### config.mk
export PLATFORM = sky130hd
export DESIGN_NAME = pind_lookup
export DESIGN_NICKNAME = d
export VERILOG_FILES = /design/src/rtl/pind_pkg.sv /design/src/rtl/pind_store.sv /design/src/rtl/pind_select.sv /design/src/rtl/pind_decode.sv /design/src/rtl/pind_lookup.sv
export SDC_FILE = /design/constraint.sdc
export NUM_CORES = 1
export LEC_CHECK = 0
export BUFFER_PORTS_ARGS = -buffer_cell sky130_fd_sc_hd__buf_2
export CAP_MARGIN = 0
export CORE_UTILIZATION = 58
export CTS_BUF_LIST = sky130_fd_sc_hd__clkbuf_4
export CTS_CLUSTER_DIAMETER = 150
export CTS_CLUSTER_SIZE = 40
export DETAILED_ROUTE_END_ITERATION = 16
export PLACE_DENSITY = 0.87
export SKIP_LAST_GASP = 1
export SLEW_MARGIN = 20
export SYNTH_ARGS = -nofsm -noshare
export SYNTH_HDL_FRONTEND = slang
export SYNTH_SLANG_ARGS = --single-unit
### constraint.sdc
create_clock -name clk -period 6.2 [get_ports clk]
set_input_delay 1.86 -clock clk [delete_from_list [all_inputs] [get_ports clk]]
set_output_delay 1.86 -clock clk [all_outputs]
set_load 0.005 [all_outputs]
### src/rtl/pind_pkg.sv
package pind_pkg;

   typedef struct packed {
      logic rd;
      logic wr;
      logic ex;
      logic ss_rd;
      logic ss_wr;
      logic ovl;
      logic wxa;
   } pind_grant_t;

   // Fixed 4-bit code to grant mapping; bit 3 low means overlay applies.
   function automatic pind_grant_t pind_decode_code(input logic [3:0] code);
      pind_grant_t g;
      g       = '0;
      g.ovl   = ~code[3];
      unique case (code)
         4'b0001, 4'b1000: g.rd = 1'b1;
         4'b0010:          g.ex = 1'b1;
         4'b0011, 4'b1010: begin g.rd = 1'b1; g.ex = 1'b1; end
         4'b0101, 4'b1100: begin g.rd = 1'b1; g.wr = 1'b1; end
         4'b0110:          begin g.rd = 1'b1; g.wr = 1'b1; g.ex = 1'b1; g.wxa = 1'b1; end
         4'b0111, 4'b1110: begin g.rd = 1'b1; g.wr = 1'b1; g.ex = 1'b1; end
         4'b1001:          begin g.rd = 1'b1; g.ss_rd = 1'b1; g.ss_wr = 1'b1; end
         default:          ; // 0000 and reserved codes: nothing granted
      endcase
      return g;
   endfunction

endpackage

### src/rtl/pind_store.sv
module pind_store #(
   parameter int TBL_W = 64
) (
   input  logic             clk,
   input  logic             rst_n,
   input  logic             we,
   input  logic [TBL_W-1:0] wdata,
   output logic [TBL_W-1:0] tbl_q
);
   always_ff @(posedge clk or negedge rst_n) begin
      if (!rst_n)  tbl_q <= '0;
      else if (we) tbl_q <= wdata;
   end
endmodule

### src/rtl/pind_select.sv
module pind_select #(
   parameter int N_ENT   = 16,
   parameter int ENT_W   = 4,
   localparam int IDX_W  = $clog2(N_ENT),
   localparam int TBL_W  = N_ENT * ENT_W
) (
   input  logic [TBL_W-1:0] tbl,
   input  logic [IDX_W-1:0] idx,
   output logic [ENT_W-1:0] code
);
   logic [ENT_W-1:0] ent [N_ENT];

   for (genvar m = 0; m < N_ENT; m++) begin : g_ent
      assign ent[m] = tbl[m*ENT_W +: ENT_W];
   end

   assign code = ent[idx];
endmodule

### src/rtl/pind_decode.sv
module pind_decode
   import pind_pkg::*;
#(
   parameter bit SS_EN = 1'b1
) (
   input  logic [3:0]  code,
   input  logic        wx_force,
   output pind_grant_t grant
);
   pind_grant_t raw;

   always_comb raw = pind_decode_code(code);

   if (SS_EN) begin : g_ss
      always_comb begin
         grant    = raw;
         grant.ex = raw.ex & ~(raw.wxa & wx_force);
      end
   end else begin : g_no_ss
      always_comb begin
         grant       = raw;
         grant.ex    = raw.ex & ~(raw.wxa & wx_force);
         grant.ss_rd = 1'b0;
         grant.ss_wr = 1'b0;
      end
   end
endmodule

### src/rtl/pind_lookup.sv
module pind_lookup
   import pind_pkg::*;
#(
   parameter int N_ENT  = 16,
   parameter int ENT_W  = 4,
   parameter bit SS_EN  = 1'b1,
   localparam int IDX_W = $clog2(N_ENT),
   localparam int TBL_W = N_ENT * ENT_W
) (
   input  logic             clk,
   input  logic             rst_n,
   input  logic             cfg_we,
   input  logic [TBL_W-1:0] cfg_wdata,
   input  logic             ind_en,
   input  logic             wx_force,
   input  logic [IDX_W-1:0] idx,
   input  logic [2:0]       byp_perm,
   output logic             perm_r,
   output logic             perm_w,
   output logic             perm_x,
   output logic             ss_rd,
   output logic             ss_wr,
   output logic             overlay_on,
   output logic             wx_applies
);
   if (ENT_W != 4) begin : g_bad_w
      $fatal(1, "pind_lookup: entry width must be 4");
   end
   if (N_ENT != (1 << IDX_W)) begin : g_bad_n
      $fatal(1, "pind_lookup: entry count must be a power of two");
   end

   logic [TBL_W-1:0] tbl_q;
   logic [ENT_W-1:0] sel_code;
   pind_grant_t      grant;

   pind_store #(.TBL_W(TBL_W)) u_store (
      .clk(clk), .rst_n(rst_n), .we(cfg_we), .wdata(cfg_wdata), .tbl_q(tbl_q)
   );

   pind_select #(.N_ENT(N_ENT), .ENT_W(ENT_W)) u_sel (
      .tbl(tbl_q), .idx(idx), .code(sel_code)
   );

   pind_decode #(.SS_EN(SS_EN)) u_dec (
      .code(sel_code), .wx_force(wx_force), .grant(grant)
   );

   always_comb begin
      if (ind_en) begin
         perm_r     = grant.rd;
         perm_w     = grant.wr;
         perm_x     = grant.ex;
         ss_rd      = grant.ss_rd;
         ss_wr      = grant.ss_wr;
         overlay_on = grant.ovl;
         wx_applies = grant.wxa;
      end else begin
         perm_r     = byp_perm[0];
         perm_w     = byp_perm[1];
         perm_x     = byp_perm[2];
         ss_rd      = 1'b0;
         ss_wr      = 1'b0;
         overlay_on = 1'b0;
         wx_applies = 1'b0;
      end
   end
endmodule

== Word-level counts from Yosys, hierarchy flattened ==
Index checks and enable logic that the tools add are counted.
Operators by class
  eq/ne operators: 11
  reductions and logical operators: 3
  mux-type cells: 15
  bitwise logic cells: 5
  magnitude comparators: 1
Operators with widths (number)
  $eq 4x4->1 const B: 5
  $bmux 4 s4: 1
  $eq 4x3->1 const B: 3
  $mux 1: 11
  $reduce_or 10->1: 1
  $eq 4x2->1 const B: 2
  $mux 4: 2
  $reduce_or 6->1: 1
  $ge 5x5->1 const B: 1
  $not 4->5: 1
  $reduce_or 5->1: 1
  $eq 4x1->1 const B: 1
  $and 1x1->1: 2
  $mux 2: 1
  $not 1->1: 2
Storage, ports and cells
  bits of input ports: 76
  flip-flop bits (word level): 64

== Longest topological paths before layout ==
Gate-level depths: netlist of run 1.
  word-level depth: 10
  depth in mapped cells: 9
  gate-level depth less buffers: 6

== Hierarchy ==
From an unflattened synthesis of run 1, not the netlist that was laid out.
Unflattened totals
  cells, all modules: 194
  area, all modules: 3370.7 um2
Modules (own cells, without submodules)
  pind_store: times used 1, area each 2678.8 um2, cells each 135
  pind_select: times used 1, area each 554.3 um2, cells each 39
  pind_decode: times used 1, area each 73.8 um2, cells each 13
  pind_lookup: times used 1, area each 63.8 um2, cells each 7

== Least setup slack after synthesis of run 1 ==
No wires, ideal clock.
  path type: input -> output
  from: in idx[0]
  to: out perm_x
  stages on the path: 7
  data required time: 4.340 ns
  path slack: 0.848 ns
  arrival time: 3.492 ns
  path through: buf_6 buf_12 mux4_2 a32oi_2 o21ai_2 or3_1 a32o_1
Between the ends
  cells in the longest elaborated chain, start to end: 10
Ends and longest elaborated chain
  start: declaration: RTL line pind_lookup.sv:16  | input logic [IDX_W-1:0] idx,
  $not 4->5 (not written as such) *: RTL line pind_select.sv:17  | assign code = ent[idx];
  $bmux 4 s4 *: RTL line pind_select.sv:17
  $mux 4 (not written as such) * (2 in series): RTL line pind_select.sv:17
  $eq 4x3->1: RTL line pind_pkg.sv:18  | unique case (code)
  $mux 1: RTL line pind_pkg.sv:18
  $and 1x1->1: RTL line pind_decode.sv:17  | grant.ex = raw.ex & ~(raw.wxa & wx_force);
  $not 1->1: RTL line pind_decode.sv:17
  $and 1x1->1 *: RTL line pind_decode.sv:17
  $mux 1 *: RTL line pind_lookup.sv:50  | if (ind_en) begin
  end: declaration: RTL line pind_lookup.sv:20  | output logic perm_x,
Mark *: on every way between the ends. The rest lies on a longest branch, timed or not. The select of a mux whose other input is x is not followed.

== Worst setup path after layout of run 1 ==
  from: in idx[0]
  to: out perm_r
Between the ends
  cells in the longest elaborated chain, start to end: 8
Ends and longest elaborated chain
  $not 4->5 (not written as such) *: RTL line pind_select.sv:17
  $bmux 4 s4 *: RTL line pind_select.sv:17
  $mux 4 (not written as such) * (2 in series): RTL line pind_select.sv:17
  $eq 4x1->1, or another cell as far along: RTL line pind_pkg.sv:18
  $reduce_or 10->1 (no source line) *
  $mux 1 *: RTL line pind_pkg.sv:18
  $mux 1 *: RTL line pind_lookup.sv:50
  end: declaration: RTL line pind_lookup.sv:18  | output logic perm_r,
Marked as above.

==> metrics.txt, run 1 <==
hpwl dp between 4000 and 5000 microns; critical path type input port to primary output; CTS Buffer Depth 2; post-CTS setup buffer count 0; Congestion Overflow GR 0; Placeable Area about 5000 sq um; pre-CTS setup slack 0.361 ns; n_diodes 0; Power Density around 250 nW/um^2; DR vias/cell 5.65; worst-path fanout max 14; number of buffers added on ports just over 80; layout cells sized above 1 59.7%; Crit. End Element primary output; largest net degree at the start of global routing between 60 and 70; cts hold-fix bufs 0; Syn Nets approximately 280; Util after Layout 71.5%; max-cap violation count 0; Largest Register u_store.tbl_q; die height 74.5 microns; status complete, no violations; die area 5550 sq um; final non-filler cell area roughly 3600 sq um; per-cell routed wire length between 15 and 20 microns; fmax 0.171 GHz; vias in the first global route 1988; sequential area share after synthesis between 50% and 60%; final worst-path cycle share 94.4%; clock root buffer clkbuf_4; Synth Warn # 0; Filler cells 377; setup repair after global routing missed its margin no; mapped cell area 3050 sq um; most frequent cells in the layout buf_2 (82), mux2_2 (64), dfrtp_1 (64), clkbuf_4 (12), mux4_1 (10); Sink Count 64; drt pass-1 iters 4; worst-skew pair later-pin latency approximately 0.40 ns; Starting Density 60.1%; Yosys reg bits 64; DRC viols 0; clock skew 0 ns; Critical Path RT ~4.3 ns; post-cts resize count 0; Placer Congestion 0.811; # IOs 83; number of cell rows 26; routed via count 2024; crit start category input port; crit path DAT 4.00 ns; commonest non-fill, non-tap cell in the layout buf_2; Total GRT Usage between 20% and 30%; Area Overhead vs Synth 18.9%; placed cell area 3490 sq um; total wire length 5920 microns; biggest regs u_store.tbl_q x64; Slew headroom 47.5%; first-pass GRT wire length 9300 microns; TritonCTS Buffers 9; LEAKAGE 1.68 nW; cells after synthesis 200; Hold Crit Class register to register; Final Max Tran Viols 0; initial antenna violation count 0; antenna viol nets, final 0; fin nets 359; max FFs per register 64; post-route worst setup slack 0.345 ns; H-tree lvl count 3; Worst-path clk slew approximately 0.090 ns; Iter 0 DRT Violations 80; worst slew pin tran 0.787 ns; Final TNS setup 0 ns; CTS tree yes; hold slack 0.512 ns; final critical-path required period roughly 5.9 ns; VDD IR-drop max 161 uV; Syn Area/Cell 15.3 sq um; synth unique cells 32; final setup vio count 0; die span in x 74.5 microns; Hold Vio Cnt, Final 0
==> final timing paths <==
| kind | start | to | slack [ns] | cells after the start |
|---|---|---|---|---|
| setup reg to reg | u_store.tbl_q[50] | u_store.tbl_q[50] | 5.41 | 1 |
| setup / recovery | idx[0] | perm_r | 0.34 | 7 |
| max in group asynchronous | rst_n | u_store.tbl_q[55] | 4.06 | 2 |
| min in group asynchronous | rst_n | u_store.tbl_q[3] | 1.62 | 2 |
| hold reg to reg | u_store.tbl_q[41] | u_store.tbl_q[41] | 0.51 | 1 |
| hold / removal | u_store.tbl_q[41] | u_store.tbl_q[41] | 0.51 | 1 |
==> through the flow <==
step	cells	power, mW
6_report	358	0.910
5_1_grt	358	0.953
4_1_cts	358	0.916
3_5_place_dp	342	0.644
3_3_place_gp	342	0.636
2_1_floorplan	200	0.584
==> power breakdown <==
part           switching [mW]  leakage (nW)  internal [mW]
combinational          0.0633         0.850         0.0884
sequential             0.0230         0.748          0.459
clock                   0.142        0.0811          0.135
==> per-layer routing <==
layer | vias up | global-route usage (%) | share of wire [%]
li1 | 935 | - | -
met1 | 1013 | 30.7 | 43
met2 | 67 | 37.6 | 50
met3 | 9 | 7.45 | 5.1
met4 | 0 | 8.60 | 1.5
met5 | - | 0 | 0
==> worst max-delay path, cell delays in order <==
cell and delay [ns]:
buf_2 0.33, mux4_1 0.62, a22oi_1 0.31, nand3_1 0.22
o2111a_1 0.28, a211oi_1 0.21, buf_2 0.15
==> synthesized netlist by cell type <==
| cell | number | area (sq um) |
|---|---|---|
| dfrtp_1 | 64 | 1600 |
| mux2_2 | 64 | 721 |
| mux4_1 | 10 | 263 |
| clkbuf_1 | 9 | 33.8 |
| mux2i_1 | 6 | 60.1 |
| nand2_1 | 5 | 18.8 |
| nor2_1 | 4 | 15.0 |
| mux4_2 | 3 | 67.6 |
| nand3_1 | 3 | 15.0 |
| nor2b_1 | 3 | 18.8 |
| a21oi_1 | 2 | 10.0 |
| a221oi_1 | 2 | 17.5 |
| a22oi_1 | 2 | 15.0 |
| a31oi_1 | 2 | 12.5 |
| a32o_1 | 2 | 20.0 |
| inv_1 | 2 | 7.51 |
| or3_1 | 2 | 12.5 |
| a211oi_1 | 1 | 7.51 |
| a22oi_2 | 1 | 12.5 |
| a32oi_2 | 1 | 16.3 |
| and2_1 | 1 | 6.26 |
| and3_1 | 1 | 6.26 |
| buf_12 | 1 | 20.0 |
| buf_2 | 1 | 5.00 |
| buf_4 | 1 | 7.51 |
| buf_6 | 1 | 11.3 |
| nand3_2 | 1 | 10.0 |
| nor4_1 | 1 | 6.26 |
| o2111a_1 | 1 | 11.3 |
| o211ai_1 | 1 | 7.51 |
| o21ai_1 | 1 | 5.00 |
| o21ai_2 | 1 | 8.76 |
==> area by class of cell <==
| cell class | instances | area (sq um) | share of cell area [%] |
|---|---|---|---|
| Timing Repair Buffer | 85 | 433 | 11.9 |
| Sequential cell | 64 | 1600 | 44.1 |
| Clock inverter | 4 | 45.0 | 1.24 |
| Inverter | 2 | 7.51 | 0.207 |
| Tap cell | 70 | 87.6 | 2.41 |
| Multi-Input combinational cell | 121 | 1360 | 37.6 |
| Clock buffer | 12 | 90.1 | 2.48 |
==> cells by family (layout without fill, tap and decap cells) <==
| family | count (synthesis) | in the layout | share of synthesized area [%] |
|---|---|---|---|
| muxes | 83 | 83 | 36.4 |
| and+or+nand+nor | 21 | 21 | 3.57 |
| buffers and inverters | 15 | 103 | 2.79 |
| DFF | 64 | 64 | 52.5 |
| AOI/OAI and AO/OA | 17 | 17 | 4.72 |
Note: power is estimated with default switching activity, not from simulation.
==> inputs of run 2 (changes only) <==
Settings changed: CORE_UTILIZATION 58 to 40, PLACE_DENSITY 0.87 to default.
==> run 2 against run 1 <==
- final area did not move
- clock power is 18% lower
- sequential power hardly changed
- routed wire length grew 4.6%
- non-clock buffer count unchanged
- setup slack lost 0.0034 ns
- cell count grew 7.5%
- clock skew did not move
- sequential share of layout area unchanged
- combinational power hardly changed
- critical path depth unchanged
- critical path type unchanged
==> metrics.txt, run 2 (synthesized netlist as in run 1, its figures left out) <==
status complete, no violations; first-pass GRT wire length 9560 microns (+2.8%); antenna viol nets, final 0 (unchanged); max-cap violation count 0 (unchanged); Area Overhead vs Synth 18.9% (unchanged); total wire length 6190 microns (+4.6%); hpwl dp 4310 microns (-0.76%); Largest Register u_store.tbl_q; DRC viols 0 (unchanged); met2 WL 2810 microns (-5.2%); number of buffers added on ports 82 (unchanged); wl on met1 3000 microns (+17%); commonest non-fill, non-tap cell in the layout buf_2; DR vias/cell 5.17 (-8.6%); most frequent cells in the layout buf_2 (82), mux2_2 (64), dfrtp_1 (64), clkbuf_4 (12), mux4_1 (10); die area 7980 sq um (+44%); per-cell routed wire length 16.1 microns (-2.7%); CTS tree yes; clock root buffer clkbuf_4; final critical-path required period 5.86 ns (+0.00336 ns); number of cell rows 31 (+19%); Worst-path clk slew 0.09 ns (about the same); placed cell area 3530 sq um (+1.0%); clock skew 0 ns (unchanged); CTS Buffer Depth 2 (unchanged); Critical Path RT 4.34 ns (about the same); vias in the first global route 1920 (-3.4%); final worst-path cycle share 94.5% (about the same); Final TNS setup 0 ns (unchanged); setup repair after global routing missed its margin no; initial antenna violation count 0 (unchanged); placed insts 371 (+8.5%); VDD IR-drop max 127 uV (-21%); Sink Count 64 (unchanged); crit path DAT 4.00 ns (about the same); Hold Crit Class register to register; met3 WL post-DR 256 microns (-16%); Starting Density 41.6% (-18 points); Placer Congestion 0.765 (-5.6%); post-cts resize count 0 (unchanged); final non-filler cell area 3630 sq um (unchanged); die height 89.3 microns (+20%); biggest regs u_store.tbl_q x64; TritonCTS Buffers 9 (unchanged); worst-skew pair later-pin latency 0.40 ns (about the same); area of the multi-input gates 1360 sq um (unchanged); max FFs per register 64 (unchanged); n_diodes 0 (unchanged); Iter 0 DRT Violations 105 (+31%); drt pass-1 iters 4 (unchanged); worst slew pin tran 0.823 ns (+0.0359 ns); Final Max Tran Viols 0 (unchanged); cts hold-fix bufs 0 (unchanged); LEAKAGE 1.66 nW (-1.2%); Congestion Overflow GR 0 (unchanged); pre-CTS setup slack 0.314 ns (-0.0462 ns); Slew headroom 45.1% (-2.4 points); Filler cells 659 (+75%); fin cells 385 (+7.5%); Power Density 237 nW/um^2 (-5.5%); top sig layer met4; layout cells sized above 1 59.1% (-0.63 points); Placeable Area 7330 sq um (+44%); final setup vio count 0 (unchanged); critical path type input port to primary output; Total GRT Usage 16.8% (-6.9 points); post-CTS setup buffer count 0 (unchanged); routed via count 1990 (-1.7%); largest net degree at the start of global routing 65 (unchanged); fin nets 359 (unchanged); fmax 0.171 GHz (about the same); worst-path fanout max 13 (-1); # IOs 83 (unchanged); H-tree lvl count 3 (unchanged); Hold Vio Cnt, Final 0 (unchanged); crit start category input port; register area 1600 sq um (unchanged); post-route worst setup slack 0.342 ns (-0.00336 ns); Pwr Total 0.860 mW (-5.5%); Crit. End Element primary output; die span in x 89.3 microns (+20%)
## run 2: stage by stage
step	hold slack, ns	utilization (%)
2_1_floorplan	0.472	-
3_3_place_gp	0.482	48.1
3_5_place_dp	0.488	48.1
4_1_cts	0.508	49.5
5_1_grt	0.522	49.5
6_report	0.506	49.5
## run 2: final cells by class
type                       instances  share of cell area, %
multi-input combinational        121                   37.6
tap                               99                   3.41
sequential                        64                   44.1
timing repair buffer              85                   11.9
inverter                           2                  0.207
clock buffer                      12                   2.48
clock inverter                     2                  0.241
## run 2: worst paths after layout
kind / cells past startpoint / slack (ns) / to / start
min: 1 / 0.51 / u_store.tbl_q[36] / u_store.tbl_q[36]
max in group asynchronous: 2 / 4.03 / u_store.tbl_q[60] / rst_n
max reg2reg: 1 / 5.42 / u_store.tbl_q[54] / u_store.tbl_q[54]
max: 7 / 0.34 / perm_r / idx[0]
min reg2reg: 1 / 0.51 / u_store.tbl_q[36] / u_store.tbl_q[36]
min in group asynchronous: 2 / 1.63 / u_store.tbl_q[19] / rst_n
## run 2: power breakdown
part / internal (mW) / switching, mW / total, mW
Combinational: 0.0885 / 0.0635 / 0.152
Clock: 0.0901 / 0.138 / 0.228
Sequential: 0.459 / 0.0213 / 0.480
## run 2: layer usage
| layer | GRT usage, % | vias up |
|---|---|---|
| li1 | - | 933 |
| met1 | 22.9 | 988 |
| met2 | 25.1 | 60 |
| met3 | 3.23 | 9 |
| met4 | 9.52 | 0 |
| met5 | 0 | - |
## run 2: critical path: stages
cell and delay [ns]:
buf_2 0.34, mux4_1 0.61, a22oi_1 0.31, nand3_1 0.22, o2111a_1 0.28, a211oi_1 0.23
buf_2 0.15
==> inputs of run 3 (changes only) <==
Settings changed: RECOVER_POWER from default to 50.
==> run 3 against run 2 <==
- the run now ends with max-capacitance violations, max-slew violations left
- maximum frequency hardly changed
- total power is 0.32% higher
- sequential share of layout area is 0.092 points higher
- critical path type unchanged
- critical path depth is 1 higher
- sequential cell count stayed put
- first-iteration DRC count is 6.7% higher
- setup slack worse by 0.0013 ns
- clock skew stayed put
- hold slack worse by 0.00051 ns
- clock power hardly changed
- routed wire length is 0.89% lower
==> metrics.txt, run 3 (synthesized netlist as in run 1, its figures left out) <==
Crit. End Element primary output; initial antenna violation count 0 (unchanged); met1 Use GR 22.9% (unchanged); number of buffers added on ports 82 (unchanged); die height 89.3 microns (unchanged); worst reg2reg path depth 1 (unchanged); worst slew pin tran 3.42 ns (+2.60 ns); CTS tree yes; Placeable Area 7330 sq um (unchanged); biggest regs u_store.tbl_q x64; Placer Congestion 0.765 (unchanged); Hold Vio Cnt, Final 0 (unchanged); total wire length 6140 microns (-0.89%); VDD IR-drop max 126 uV (-0.48%); Final Max Tran Viols 130 (+130); first-pass GRT wire length 9560 microns (unchanged); Pwr Total 0.863 mW (+0.32%); min-delay src u_store.tbl_q[40]; hpwl dp 4310 microns (unchanged); worst-path fanout max 13 (unchanged); Iter 0 DRT Violations 112 (+6.7%); fin nets 359 (unchanged); max FFs per register 64 (unchanged); Hold Crit Class register to register; drt pass-1 iters 4 (unchanged); antenna viol nets, final 0 (unchanged); Endpoint, Worst Hold u_store.tbl_q[40]; critical path type input port to primary output; Final TNS setup 0 ns (unchanged); grt peak-use layer met2; crit-path cells buf_2, buf_4, mux4_2, a32oi_2, o21ai_2, or3_1, a32o_1, buf_2; largest net degree at the start of global routing 65 (unchanged); slowest CP cell mux4_2; CTS Buffer Depth 2 (unchanged); Crit Reg-Reg Startpoint u_store.tbl_q[54]; LEAKAGE 1.65 nW (-0.44%); crit start category input port; setup repair after global routing missed its margin no; final critical-path required period 5.86 ns (+0.00130 ns); hold slack 0.506 ns (-0.000507 ns); Power Density 238 nW/um^2 (+0.53%); layout cells sized above 1 58.4% (-0.70 points); DR vias/cell 5.20 (+0.65%); fmax 0.171 GHz (about the same); commonest non-fill, non-tap cell in the layout buf_2; post-CTS setup buffer count 0 (unchanged); Critical Path RT 4.34 ns (about the same); failing checks max-capacitance violations, max-slew violations; vias in the first global route 1920 (unchanged); hold path cells 1 (unchanged); status finished with violations; most frequent cells in the layout buf_2 (82), mux2_2 (64), dfrtp_1 (64), clkbuf_4 (12), mux4_1 (10); Congestion Overflow GR 0 (unchanged); clock skew 0 ns (unchanged); n_diodes 0 (unchanged); routed via count 2003 (+0.65%); clock root buffer clkbuf_4; cts hold-fix bufs 0 (unchanged); DRC viols 0 (unchanged); RR Endpoint u_store.tbl_q[54]; Area Overhead vs Synth 18.7%; H-tree lvl count 3 (unchanged); per-cell routed wire length 15.9 microns (-0.89%); TritonCTS Buffers 9 (unchanged); Starting Density 41.6% (unchanged); die area 7980 sq um (unchanged); Worst-path clk slew 0.08 ns (about the same); placed insts 371 (unchanged); Slew headroom -128% (-170 points); # IOs 83 (unchanged); Largest Register u_store.tbl_q; number of cell rows 31 (unchanged); Total GRT Usage 16.8% (unchanged); final worst-path cycle share 94.5% (about the same); Crit path largest cell delay 0.53 ns (-0.08 ns); crit-path most repeated cell buf_2; GR Util met3 3.23% (unchanged); crit path DAT 4.00 ns (about the same); final setup vio count 0 (unchanged); worst-skew pair later-pin latency 0.40 ns (about the same); Filler cells 663 (+0.61%); M2 GR Usage 25.1% (unchanged); die span in x 89.3 microns (unchanged); post-cts resize count 0 (unchanged); max-cap violation count 2 (+2); Sink Count 64 (unchanged); R2R setup slack 5.42 ns (about the same); fin cells 385 (unchanged)
run 3: changes by cell type in the layout (fill, tap and decap cells not counted):
cell      delta
buf_4        -2
clkbuf_1     +2
run 3: per-layer routing:
| layer | wire length, microns | up-vias |
|---|---|---|
| met2 | 2850 | 58 |
| met4 | 128 | 0 |
| met5 | 0 | - |
| met1 | 2890 | 1003 |
| met3 | 270 | 9 |
| li1 | - | 933 |
run 3: cell type report:
type,instances,area [sq um],area share (%)
clock buffers,12,90.1,2.49
clock inverters,2,8.76,0.242
inverters,2,7.51,0.207
multi-input cells,121,1360,37.7
flip-flops and latches,64,1600,44.2
well taps,99,124,3.42
repair buffers,85,425,11.7
run 3: worst max path at each step:
stage | from | to | slack (ns) | depth (start not counted)
5_1_grt | idx[0] | ss_wr | 0.15 | 9
6_report | idx[0] | perm_x | 0.34 | 8
4_1_cts | idx[0] | perm_x | 0.32 | 8
3_5_place_dp | idx[0] | perm_x | 0.31 | 8
2_1_floorplan | idx[0] | perm_x | 0.85 | 7
3_3_place_gp | idx[0] | perm_x | 0.35 | 8
run 3: report_power, final:
part	leakage [nW]	switching [mW]	internal, mW
registers	0.748	0.0211	0.459
logic	0.843	0.0634	0.0912
clock network	0.0607	0.138	0.0901
total	1.65	0.223	0.640
run 3: worst max-delay path: cells and delay by family:
kind	cells	cell delay, ns
buffers and inverters	3	0.72
muxes	1	0.53
and+or+nand+nor	1	0.35
AOI/OAI and AO/OA	3	0.54
run 3: metrics by stage:
step	util [%]	cell area (sq um)	setup slack [ns]
2_1_floorplan	-	3050	0.848
6_report	49.4	3620	0.340
5_1_grt	49.4	3620	0.148
3_5_place_dp	48.1	3530	0.314
4_1_cts	49.5	3630	0.316
3_3_place_gp	48.1	3530	0.347
